--- src/rtl/gpiofn_pkg.sv ---
package gpiofn_pkg;
  localparam int FUNC_W   = 4;
  localparam int IDX_W    = FUNC_W - 1;
  localparam int STAT_MAX = 1 << IDX_W;

  typedef enum logic [FUNC_W-1:0] {
    FN_NONE = 4'd0,
    FN_UPD  = 4'd1,
    FN_PDN  = 4'd2,
    FN_RST  = 4'd3
  } in_fn_e;

  function automatic logic fn_is(input logic [FUNC_W-1:0] f, input in_fn_e k);
    return f == k;
  endfunction
endpackage

--- src/rtl/gpiofn_sync.sv ---
module gpiofn_sync #(
  parameter int STAGES = 2
) (
  input  logic clk,
  input  logic rst,
  input  logic d,
  output logic q
);
  logic [STAGES-1:0] chain;

  generate
    if (STAGES == 1) begin : g_one
      always_ff @(posedge clk) begin
        if (rst) chain <= '0;
        else     chain <= d;
      end
    end else begin : g_many
      always_ff @(posedge clk) begin
        if (rst) chain <= '0;
        else     chain <= {chain[STAGES-2:0], d};
      end
    end
  endgenerate

  assign q = chain[STAGES-1];
endmodule

--- src/rtl/gpiofn_edge.sv ---
module gpiofn_edge (
  input  logic clk,
  input  logic rst,
  input  logic lvl,
  output logic rise,
  output logic fall
);
  logic prev;

  always_ff @(posedge clk) begin
    if (rst) prev <= 1'b0;
    else     prev <= lvl;
  end

  assign rise = lvl & ~prev;
  assign fall = ~lvl & prev;
endmodule

--- src/rtl/gpiofn_infn.sv ---
module gpiofn_infn
  import gpiofn_pkg::*;
#(
  parameter int NCH = 4
) (
  input  logic              clk,
  input  logic              rst,
  input  logic              in_en,
  input  logic [FUNC_W-1:0] func,
  input  logic [NCH-1:0]    mask,
  input  logic              lvl,
  input  logic              rise,
  input  logic              fall,
  input  logic              boot_done,
  output logic [NCH-1:0]    upd,
  output logic [NCH-1:0]    pset,
  output logic [NCH-1:0]    pclr,
  output logic              req,
  output logic [NCH-1:0]    upd_blk,
  output logic [NCH-1:0]    pdn_blk,
  output logic              rst_blk
);
  logic booted, armed, armed_n;
  logic fn_upd, fn_pdn, fn_rst;
  logic [NCH-1:0] upd_n, set_n, clr_n;
  logic req_n;

  assign fn_upd = in_en & fn_is(func, FN_UPD);
  assign fn_pdn = in_en & fn_is(func, FN_PDN);
  assign fn_rst = in_en & fn_is(func, FN_RST);

  always_comb begin
    upd_n   = '0;
    set_n   = '0;
    clr_n   = '0;
    req_n   = 1'b0;
    armed_n = armed;
    if (!booted) begin
      if (boot_done) begin
        if (fn_upd && !lvl) upd_n = mask;
        if (fn_pdn) begin
          if (lvl) set_n = mask;
          else     clr_n = mask;
        end
      end
    end else begin
      if (fn_upd && fall) upd_n = mask;
      if (fn_pdn && rise) set_n = mask;
      if (fn_pdn && fall) clr_n = mask;
      if (fn_rst) begin
        if (rise && armed) begin
          req_n   = 1'b1;
          armed_n = 1'b0;
        end else if (fall) begin
          armed_n = 1'b1;
        end
      end
    end
    if (!fn_rst) armed_n = 1'b0;
  end

  always_ff @(posedge clk) begin
    if (rst) begin
      booted  <= 1'b0;
      armed   <= 1'b0;
      upd     <= '0;
      pset    <= '0;
      pclr    <= '0;
      req     <= 1'b0;
      upd_blk <= '0;
      pdn_blk <= '0;
      rst_blk <= 1'b0;
    end else begin
      booted  <= booted | boot_done;
      armed   <= armed_n;
      upd     <= upd_n;
      pset    <= set_n;
      pclr    <= clr_n;
      req     <= req_n;
      upd_blk <= fn_upd ? mask : '0;
      pdn_blk <= fn_pdn ? mask : '0;
      rst_blk <= fn_rst;
    end
  end
endmodule

--- src/rtl/gpiofn_outfn.sv ---
module gpiofn_outfn
  import gpiofn_pkg::*;
#(
  parameter int NSTAT = 4
) (
  input  logic              clk,
  input  logic              rst,
  input  logic              in_en,
  input  logic              out_en,
  input  logic [FUNC_W-1:0] func,
  input  logic [NSTAT-1:0]  status,
  output logic              pin_o,
  output logic              pin_oe
);
  logic [IDX_W-1:0]    idx;
  logic [STAT_MAX-1:0] stat_pad;
  logic                drive;

  assign idx      = func[IDX_W-1:0];
  assign stat_pad = STAT_MAX'(status);
  assign drive    = out_en & ~in_en & func[FUNC_W-1] & (int'(idx) < NSTAT);

  always_ff @(posedge clk) begin
    if (rst) begin
      pin_o  <= 1'b0;
      pin_oe <= 1'b0;
    end else begin
      pin_oe <= drive;
      pin_o  <= drive & stat_pad[idx];
    end
  end
endmodule

--- src/rtl/gpiofn_ctrl.sv ---
module gpiofn_ctrl
  import gpiofn_pkg::*;
#(
  parameter int NCH         = 4,
  parameter int NSTAT       = 4,
  parameter int SYNC_STAGES = 2
) (
  input  logic              clk,
  input  logic              rst,
  input  logic              cfg_in_en,
  input  logic              cfg_out_en,
  input  logic [FUNC_W-1:0] cfg_func,
  input  logic [NCH-1:0]    cfg_ch_mask,
  input  logic              pin_i,
  input  logic              boot_done,
  input  logic [NSTAT-1:0]  status_i,
  output logic [NCH-1:0]    upd_pulse,
  output logic [NCH-1:0]    pdn_set,
  output logic [NCH-1:0]    pdn_clr,
  output logic              reset_req,
  output logic              pin_o,
  output logic              pin_oe,
  output logic [NCH-1:0]    sw_upd_blk,
  output logic [NCH-1:0]    sw_pdn_blk,
  output logic              sw_rst_blk
);
  logic pin_s, pin_rise, pin_fall;

  gpiofn_sync #(.STAGES(SYNC_STAGES)) u_sync (
    .clk (clk),
    .rst (rst),
    .d   (pin_i),
    .q   (pin_s)
  );

  gpiofn_edge u_edge (
    .clk  (clk),
    .rst  (rst),
    .lvl  (pin_s),
    .rise (pin_rise),
    .fall (pin_fall)
  );

  gpiofn_infn #(.NCH(NCH)) u_in (
    .clk       (clk),
    .rst       (rst),
    .in_en     (cfg_in_en),
    .func      (cfg_func),
    .mask      (cfg_ch_mask),
    .lvl       (pin_s),
    .rise      (pin_rise),
    .fall      (pin_fall),
    .boot_done (boot_done),
    .upd       (upd_pulse),
    .pset      (pdn_set),
    .pclr      (pdn_clr),
    .req       (reset_req),
    .upd_blk   (sw_upd_blk),
    .pdn_blk   (sw_pdn_blk),
    .rst_blk   (sw_rst_blk)
  );

  gpiofn_outfn #(.NSTAT(NSTAT)) u_out (
    .clk    (clk),
    .rst    (rst),
    .in_en  (cfg_in_en),
    .out_en (cfg_out_en),
    .func   (cfg_func),
    .status (status_i),
    .pin_o  (pin_o),
    .pin_oe (pin_oe)
  );
endmodule

--- config.mk ---
export PLATFORM = sky130hd
export DESIGN_NAME = gpiofn_ctrl
export DESIGN_NICKNAME = d
export VERILOG_FILES = /design/src/rtl/gpiofn_pkg.sv /design/src/rtl/gpiofn_sync.sv /design/src/rtl/gpiofn_edge.sv /design/src/rtl/gpiofn_infn.sv /design/src/rtl/gpiofn_outfn.sv /design/src/rtl/gpiofn_ctrl.sv
export SDC_FILE = /design/constraint.sdc
export NUM_CORES = 1
export LEC_CHECK = 0
export ABC_AREA = 1
export BUFFER_PORTS_ARGS = -buffer_cell sky130_fd_sc_hd__buf_2
export CAP_MARGIN = 20
export CORE_MARGIN = 10
export CORE_UTILIZATION = 45
export CTS_CLUSTER_DIAMETER = 80
export DETAILED_ROUTE_END_ITERATION = 10
export PLACE_DENSITY = 0.82
export SLEW_MARGIN = 20
export SYNTH_ARGS = -nofsm -noshare
export SYNTH_HDL_FRONTEND = slang
export SYNTH_SLANG_ARGS = --single-unit
--- constraint.sdc ---
create_clock -name clk -period 1 [get_ports clk]
set_input_delay 0.2 -clock clk [delete_from_list [all_inputs] [get_ports clk]]
set_output_delay 0.2 -clock clk [all_outputs]
set_load 0.02 [all_outputs]
==> impl_metrics.yaml <==
sta:
  relSlewSlack_pct: 80.4
  hold_ws_ns: 0.0802
  timing.fmax_mhz: 1000
  worst_pin_slew_ns: 0.293
  timing_hold_violations_final: 0
  drv_slew: 0
  layout_min_cycle_time_ns: 0.997
  setup_viol: 0
  grt_setup_unrepaired: "true"
  period_share_pct: 99.7
  fin_tns_setup_ns: 0
  clock_skew_ns: 0.00877
routing:
  vias_per_cell: 4.63
  dr_wl_met2_um: 1200
  antenna_left: 0
  firstDrtPassIters: 4
  vias: 931
  met1Wirelength_um: 994
  drt-initial-drc-count: 28
  route.detailed.drc: 0
  met3_length_um: 257
  wire_per_inst_um: 12.5
  wirelength_um: 2510
  routed.top_layer: "met4"
setup_path:
  cp_max_fo: 1
  cp_slowest_cell: "dfxtp_1"
  regToRegEndpoint: "u_in.pset[3]"
  worstSetupEndpointType: "output port"
  cp.arrival_ns: 0.80
  crit_path_max_incr_delay_ns: 0.33
  reg2reg_setup_slack_ns: 0.01
  critPathLaunchType: "flip-flop"
  critPathBufInv: 1
  crit_chain: "buf_4"
  cp.required_ns: 0.80
  crit_type: "flip-flop to output port"
  cp_top_family: "flip-flops"
  r2r_cells: 6
  r2r_start: "u_sync.chain[1]"
finish:
  drive_above_1_share_pct: 52.3
  antenna_cells: 0
  syn_to_final_growth_pct: 54.3
  nets: 191
  final_cell_count_no_fill: 201
  utilization_pct: 74.8
  final_area_um2: 1500
placement:
  post-place-cells: 193
  placed_area_um2: 1220
  dp_hpwl_um: 1860
  port_buffers: 41
  globalplace.congestion: 0.810
synthesis:
  avgSynthCellArea_um2: 7.82
  ys_top_cells_by_count: "nor2_1, dfxtp_1, nand2_1"
  synth_seq_cells: 29
  ys_warn_count: 0
  yosysSeqAreaShare_pct: 59.9
  yosysMostFrequentCell: "nor2_1"
  yosys.area.top_type: "dfxtp_1"
  synth_cells: 124
  synth_top_family_by_area: "simple AND/OR/NAND/NOR gates"
  ys_types: 15
  yosys.area_share.simple_pct: 28.3
  synth_compound_area_share_pct: 2.97
  synth_edf_count: 0
  synthAdderAreaFrac_pct: 0
  synth_top_area_share_pct: 59.9
  async_reset_ff_share_pct: 0
  syn_area_um2: 970
  syn-num-nets: 142
  synth_xor_area_share_pct: 0
  synth_area_leaders: "dfxtp_1, nor2_1, nand2_1"
  synth_top_flop_cell: "dfxtp_1"
  synth.area.mux_share_pct: 0
floorplanning:
  fp.dieArea_um2: 4410
  num_rows: 16
  die_w_um: 66.4
  coreArea_um2: 2000
  start_util_pct: 48.4
  ioPinCount: 42
  chipHeight_um: 66.4
status:
  status: "completed"
cts:
  cts_tree: "built"
  hold_buffers: 0
  post-cts-setup-buffers: 0
  clock_latency_ns: 0.33
  path_clk_slew_ns: 0.09
  cts_buffers: 5
  clock_sinks: 29
  cts-root-buf: "clkbuf_4"
  cts.htree.levels: 2
  cts_buffer_depth: 2
global_routing:
  grt_max_degree: 11
  antenna_found_initial: 0
  grt_use_total_pct: 11.8
  grt_pass1_wl_um: 4010
  first_global_vias: 1006
  grt.overflow.total: 0
power:
  power_density_nw_per_um2: 1470
  p_leak_nw: 0.752
  peakVddDrop_v: 0.00105
run:
  maxCapViolations: 0
min_path:
  min-delay-start: "pin_i"
  whs_path_depth: 3
  holdPathEnd: "u_sync.chain[0]"
  hp-class: "input pin to flip-flop"
[how the worst max path moves through the flow]
stage	from	end	slack, ns	cells after the start
after global placement	cfg_func[2]	u_in.upd[1]	-0.02	6
after detailed placement	cfg_func[2]	u_in.upd[2]	-0.08	6
after floorplan	u_sync.chain[1]	u_in.pset[0]	0.11	6
after CTS	u_in.upd_blk[3]	sw_upd_blk[3]	0.00008	1
after global routing	u_sync.chain[1]	u_in.pset[0]	-0.04	6
final	u_in.pset[0]	pdn_set[0]	0.003	1
[metrics by stage]
step,setup WS [ns],total power [mW]
final,0.00262,2.20
after global routing,-0.0411,2.30
after CTS,0.0000848,2.19
after detailed placement,-0.0833,1.38
after global placement,-0.0152,1.38
after floorplan,0.113,1.31
[where the power goes]
| group | total [mW] | switching [mW] | internal [mW] |
|---|---|---|---|
| Clock | 0.804 | 0.397 | 0.407 |
| Sequential | 1.19 | 0.0184 | 1.18 |
| Combinational | 0.200 | 0.118 | 0.0826 |
| Total | 2.20 | 0.533 | 1.66 |
[layer usage]
metal | track usage (%) | vias up
met1 | 11.9 | 397
met4 | 7.59 | 0
met2 | 18.8 | 57
met5 | 0 | -
met3 | 5.93 | 11
li1 | - | 466
[placed cells by master, fill, tap and decap left out, drive strengths merged]
cell and instances:
a21oi 1, a31oi 1, buf 43, clkbuf 7
clkinv 1, dfxtp 29, inv 22, nand2 24
nand3 3, nand4 1, nor2 36, nor3 3
o21ai 2, o31ai 1
[sequential cells by signal, indices dropped and copies added, names as in the netlist]
| register | cells |
|---|---|
| u_in.upd_blk | 4 |
| u_in.pset | 4 |
| u_in.req | 1 |
| u_sync.chain | 2 |
| u_in.rst_blk | 1 |
| u_in.pclr | 4 |
| u_in.upd | 4 |
| u_out.pin_o | 1 |
| u_in.pdn_blk | 4 |
| u_edge.prev | 1 |
| u_out.pin_oe | 1 |
| u_in.armed | 1 |
| u_in.booted | 1 |
[kinds of logic after synthesis]
kind of cell	count (synthesis)
buffers and inverters	23
DFF	29
AOI/OAI and AO/OA	5
and+or+nand+nor	67
[repair_timing]
action,in CTS,in global routing
resized for setup,34,50
endpoints found under the setup margin,29,31
pin swaps,0,10
[cell type report]
| cell class | count | area [µm²] |
|---|---|---|
| Fill cell | 146 | 505 |
| Clock buffer | 7 | 65.1 |
| Inverter | 22 | 85.1 |
| Multi-Input combinational cell | 72 | 350 |
| Timing Repair Buffer | 43 | 348 |
| Sequential cell | 29 | 609 |
| Tap cell | 27 | 33.8 |
| Clock inverter | 1 | 5.00 |
(Power assumes the default switching activity.)
